File: config.mk
export PLATFORM = sky130hd
export DESIGN_NAME = aes_byte_alu
export DESIGN_NICKNAME = d
export VERILOG_FILES = /design/src/rtl/aes_byte_alu.sv
export SDC_FILE = /design/constraint.sdc
export NUM_CORES = 1
export LEC_CHECK = 0
export ABC_AREA = 1
export ABC_CLOCK_PERIOD_IN_PS = 16800
export BUFFER_PORTS_ARGS = -buffer_cell sky130_fd_sc_hd__buf_2
export CAP_MARGIN = 20
export CORE_MARGIN = 5
export CORE_UTILIZATION = 41
export DETAILED_ROUTE_END_ITERATION = 7
export GPL_TIMING_DRIVEN = 0
export SYNTH_ARGS = -nofsm -noshare
export SYNTH_HDL_FRONTEND = slang
export SYNTH_SLANG_ARGS = --single-unit
File: constraint.sdc
create_clock -name vclk -period 16.8
set_input_delay 0.84 -clock vclk [all_inputs]
set_output_delay 0.84 -clock vclk [all_outputs]
set_load 0.005 [all_outputs]
File: src/rtl/aes_byte_alu.sv
module aes_byte_alu (
  input  logic [3:0] op,
  input  logic [7:0] opa,
  input  logic [7:0] opb,
  input  logic       cin,
  output logic [7:0] res,
  output logic       cout,
  output logic       zf
);
  localparam logic [3:0] OP_ADD  = 4'd0;
  localparam logic [3:0] OP_SUB  = 4'd1;
  localparam logic [3:0] OP_AND  = 4'd2;
  localparam logic [3:0] OP_OR   = 4'd3;
  localparam logic [3:0] OP_XOR  = 4'd4;
  localparam logic [3:0] OP_NOT  = 4'd5;
  localparam logic [3:0] OP_SHL  = 4'd6;
  localparam logic [3:0] OP_SHR  = 4'd7;
  localparam logic [3:0] OP_GMUL = 4'd8;
  localparam logic [3:0] OP_SUBS = 4'd9;
  localparam logic [3:0] OP_ISUB = 4'd10;
  localparam logic [7:0] RED     = 8'h1B;
  localparam logic [7:0] FWD_C   = 8'h63;
  localparam logic [7:0] INV_C   = 8'h05;

  function automatic logic [7:0] xtime(input logic [7:0] v);
    return {v[6:0], 1'b0} ^ (v[7] ? RED : 8'h00);
  endfunction

  function automatic logic [7:0] gmul(input logic [7:0] x, input logic [7:0] y);
    logic [7:0] acc, p;
    acc = 8'h00;
    p   = x;
    for (int i = 0; i < 8; i++) begin
      if (y[i]) acc = acc ^ p;
      p = xtime(p);
    end
    return acc;
  endfunction

  // x^254 = x^-1 in GF(2^8), and 0 maps to 0
  function automatic logic [7:0] ginv(input logic [7:0] x);
    logic [7:0] sq, acc;
    sq  = x;
    acc = 8'h01;
    for (int i = 1; i < 8; i++) begin
      sq  = gmul(sq, sq);
      acc = gmul(acc, sq);
    end
    return acc;
  endfunction

  function automatic logic [7:0] rotl(input logic [7:0] v, input int n);
    return (v << n) | (v >> (8 - n));
  endfunction

  logic [8:0] sum, dif;
  logic [7:0] inv_in, inv_out, fwd_out, bwd_out;

  assign sum     = {1'b0, opa} + {1'b0, opb};
  assign dif     = {1'b0, opa} - {1'b0, opb};
  assign inv_in  = (op == OP_ISUB)
                 ? (rotl(opa, 1) ^ rotl(opa, 3) ^ rotl(opa, 6) ^ INV_C)
                 : opa;
  assign inv_out = ginv(inv_in);
  assign fwd_out = inv_out ^ rotl(inv_out, 1) ^ rotl(inv_out, 2)
                 ^ rotl(inv_out, 3) ^ rotl(inv_out, 4) ^ FWD_C;
  assign bwd_out = inv_out;

  always_comb begin
    res  = 8'h00;
    cout = cin;
    unique case (op)
      OP_ADD:  begin res = sum[7:0]; cout = sum[8]; end
      OP_SUB:  begin res = dif[7:0]; cout = dif[8]; end
      OP_AND:  res = opa & opb;
      OP_OR:   res = opa | opb;
      OP_XOR:  res = opa ^ opb;
      OP_NOT:  res = ~opa;
      OP_SHL:  begin res = {opa[6:0], 1'b0}; cout = opa[7]; end
      OP_SHR:  begin res = {1'b0, opa[7:1]}; cout = opa[0]; end
      OP_GMUL: begin res = gmul(opa, opb); cout = 1'b0; end
      OP_SUBS: begin res = fwd_out; cout = 1'b0; end
      OP_ISUB: begin res = bwd_out; cout = 1'b0; end
      default: res = 8'h00;
    endcase
  end

  assign zf = (res == 8'h00);
endmodule


# == Yosys cells after proc, flatten, opt, wreduce, memory -nomap -nowiden ==
# Index checks and enable logic that the tools add are counted.
# totals
ff_bits,0
latch_bits,0
mem_bits_rw,0
rom_bits,0
inputBits,21
out_inout_bits,10
memories,0
# op_classes
n_addsub,2
n_mul,0
n_div,0
n_lt_le_gt_ge,0
n_eq_ne,10
n_shift,0
muxes,228
n_bitwise,222
n_reduce_logical,3
# op_table
op,count
two-way mux 8 bit,121
XOR 8 bit,105
XOR 8 x 5 -> 8 bit,98
two-way mux 5 bit,99
case mux 8 bit (11 select lines),1
== test 4 x 3 -> 1 bit (second input constant),4
OR 8 x 1 -> 8 bit,2
OR 8 x 3 -> 8 bit,2
== test 4 bit (second input constant),3
adder 8 x 8 -> 9 bit,1
subtractor 8 x 8 -> 9 bit,1
AND 8 bit,1
== test 4 x 2 -> 1 bit (second input constant),2
zero test 8 bit,1
inverter 8 bit,1
OR 8 x 2 -> 8 bit,1
OR 8 x 4 -> 8 bit,1
OR 8 x 6 -> 8 bit,1
OR 8 bit,1
two-way mux 7 bit,1
inverter 1 bit (first input constant),7
two-way mux 6 bit,1
case mux 1 bit (5 select lines),1
== test 4 x 1 -> 1 bit (second input constant),1
8 further kinds,8

# == Depth between registers and ports, before layout ==
# depth
word_depth,140
mapped_depth,138
ltp_nobuf,133

# == Worst setup path after synthesis ==
# OpenSTA, ideal clock, no wires.
# synth_path
path_kind,input to output
startpoint,input port op[2]
endpoint,output port zf
t_arrival_ns,13.049
required_time_ns,15.960
path_slack_ns,2.911
cell_stages,108
path_buffers,10
cell_sequence,inv_1 > nand2_2 > nor2_8 > inv_4 > buf_8 > nand2_4 > nand2_4 > buf_4 > ha_1 > inv_1 > nand3_1 > nand3_1 > nand2_1 > nor2_1 > inv_1 > nand2_1 > nand2_1 > nand3_1 > [... 72 more ...] > nand2_1 > nand2_1 > nand2_1 > nand2_1 > xor2_1 > nand2_1 > nand2_2 > nand2_1 > nand2_1 > nand2_1 > nand2_1 > nand2_1 > nand2_1 > nand2_1 > nand2_2 > nor2_2 > nand2_1 > nor2_2
# synth_between
word_cells_on_any_way,408
cone_classes,10 x eq/ne; 205 x mux; 191 x bitwise; 2 x reduce/logical
# synth_rtl
item,line_no,source
start: declaration,2,"input logic [3:0] op,"
== test 4 bit,"61, 72",
two-way mux 8 bit,62,"? (rotl(opa, 1) ^ rotl(opa, 3) ^ rotl(opa, 6) ^ INV_C)"
two-way mux 5 bit,26,"return {v[6:0], 1'b0} ^ (v[7] ? RED : 8'h00);"
XOR 8 x 5 -> 8 bit,26,
XOR 8 bit,34,if (y[i]) acc = acc ^ p;
two-way mux 8 bit,34,
XOR 8 bit,34,
two-way mux 8 bit,34,
[... 116 more ...],n/a,
XOR 8 bit,34,
two-way mux 8 bit,34,
OR 8 x 1 -> 8 bit,53,return (v << n) | (v >> (8 - n));
XOR 8 bit (2 in series),65,"assign fwd_out = inv_out ^ rotl(inv_out, 1) ^ rotl(inv_out, 2)"
XOR 8 bit (2 in series),66,"^ rotl(inv_out, 3) ^ rotl(inv_out, 4) ^ FWD_C;"
case mux 8 bit (11 select lines) *,72,unique case (op)
named net res[7],6,"output logic [7:0] res,"
zero test 8 bit *,88,assign zf = (res == 8'h00);
end: declaration,8,output logic zf
# The timed path passes the listed nets; every way through them passes the cells marked *.

# == Worst setup path after layout ==
# layout_path
startpoint,input port op[2]
endpoint,output port zf
# layout_between
elab_chain_len,134
word_cells_on_any_way,408
cone_classes,10 x eq/ne; 205 x mux; 191 x bitwise; 2 x reduce/logical
# layout_lines
item,line_no
== test 4 bit,"61, 72"
two-way mux 8 bit,62
"two-way mux 5 bit, or another cell as far along",26
XOR 8 x 5 -> 8 bit or XOR 8 bit (tied branches),"26, 34"
XOR 8 bit or two-way mux 8 bit (tied branches),34
two-way mux 8 bit or XOR 8 bit (tied branches),34
XOR 8 bit or two-way mux 8 bit (tied branches),34
two-way mux 8 bit or XOR 8 bit (tied branches),34
[... 116 more ...],n/a
XOR 8 bit,34
two-way mux 8 bit,34
OR 8 x 1 -> 8 bit,53
XOR 8 bit (2 in series),65
XOR 8 bit (2 in series),66
inverter 4 bit (no source line),n/a
case mux 8 bit (11 select lines) *,72
zero test 8 bit *,88
# Mark *: on every way between the ends. The rest lies on a longest branch, timed or not.

==> out/results.ini <==
[run_status]
status=complete, no violations

[floorplan]
num_rows=84
dieArea_um2=58140
die_h_um=241.1
ios=31
start_util=0.4151
die_w_um=241.1
core_um2=52760

[yosys]
yosys.area.top_type_share=0.3438
synthesis.area_um2=21900
yosys_warnings=0
synth_seq_area_share=0
synth_nets=4571
synthTopCellsByCount=2006 x nand2_1, 713 x nand3_1, 422 x inv_1
synth_area_leaders=nand2_1 34%, nand3_1 16%, xor2_1 7.5%, inv_1 7.2%, nor2_1 5.2%
syn_area_per_cell_um2=4.849
yosysMostFrequentCell=nand2_1
synth_cell_type_count=57
netlist_instances=4517
netlist.top_cell.by_area=nand2_1

[grt]
grt_use_met3=0.01337
met2_usage=0.4151
grt_max_degree=19
first_global_vias=23850
antenna_found_initial=2
grt_overflow=0
use_met1=0.3228
grt_use_total=0.2369
grt-busiest-layer=met2
grt_pass1_wl_um=118100

[placed_design]
placed_cells=5236
port_buffers=31
gp_congestion=0.9478
hpwlAfterDp_um=58290

[layout]
fin_cells=5267
fin_nets=4632
drive_gt1_frac=0.1259
utilization=0.4460
fill_cells=6059
nFlopsAndLatches=0
area_growth_pct=7.438
clockBufferCount=0
register_area_um2=0

[worst_setup_path]
required_ps=15960
endpoint_kind=output pin
crit_buf_inv=28
cp_top_family=simple AND/OR/NAND/NOR gates
crit_top_cell=nand2_1
cpPeakStageDelay_ps=350
path_max_fanout=10
crit_type=in -> out
startpoint_type=input pin
crit_slowest_cell=xor2_4
crit_arrival_ps=14880

[hold_path]
min_path_type=in -> out

[sta]
tightest_slew_ps=865.4
post-route-period-util=0.9358
slew_headroom=0.4081
period_minus_slack_ps=15720
hold_violations=0
finalMaxSlewViolations=0
setup_viol=0
max_freq_mhz=63.61
whs_ps=2007

[detailed_routing]
wl_um=72980
antenna_left=0
via_per_inst=5.212
drc=0
drtIter0Drc=2641
via_count=27450
wire_per_inst_um=13.86
first_pass_iters=7

[run]
drv_cap=0

[clock_network]
holdBufCountCts=0

logic make-up (layout without fill, tap and decap cells):
group | Yosys count | in the layout | synth area share
adder cells (fa/ha/maj) | 33 | 33 | 0.01954
other | 0 | 3 | 0
XOR/XNOR | 302 | 302 | 0.1304
AO/OA/AOI/OAI | 169 | 169 | 0.04610
AND/OR/NAND/NOR | 3385 | 3385 | 0.6785
buffers and inverters | 628 | 687 | 0.1254
routing by layer:
metal  part of all wire  up-vias
met2               0.47      920
met3              0.056      120
li1                   -    14290
met4              0.020        0
met1               0.46    12120
met5                  0        -
what timing repair did:
item	4_1_cts	5_1_grt
pin swaps	0	14
gates resized for setup	6	98
endpoints found under the setup margin	9	9
buffers inserted	1	28
path summary, 6_finish.rpt:
path	startpoint	endpoint	cells after the start
worst min-delay path	cin	cout	4
worst max-delay path	op[2]	zf	103
stage by stage:
stage | worst slack, ps | TNS (ps) | area, µm²
after floorplan | 2911 | 0 | 21900
after global placement | -447.0 | -2171 | 22920
after detailed placement | -599.3 | -3524 | 22920
after CTS | 5.620 | 0 | 22950
after global routing | -14.01 | -14.01 | 23520
final | 1078 | 0 | 23530
final cells by class:
cell class,count,area [µm²],share of cell area
inverter,520,1997,0.08486
timing repair buffer,60,372.9,0.01585
buffer,107,820.8,0.03488
antenna,3,7.507,0.0003190
multi-input combinational,3889,19470,0.8275
tap,688,860.8,0.03658
cell usage in the layout, fill, tap and decap left out, types with 41 or more instances in the layout:
master	count
nand4_1	57
inv_2	78
inv_1	418
nand2_4	41
buf_4	66
xnor2_1	87
nor2_1	299
nand3b_1	44
xor2_1	179
buf_2	59
nand2_1	1982
nand3_1	709
nand2_2	174
Power is not shown: default switching activity piles up to over one toggle a cycle in this logic, so the estimate is an artifact.
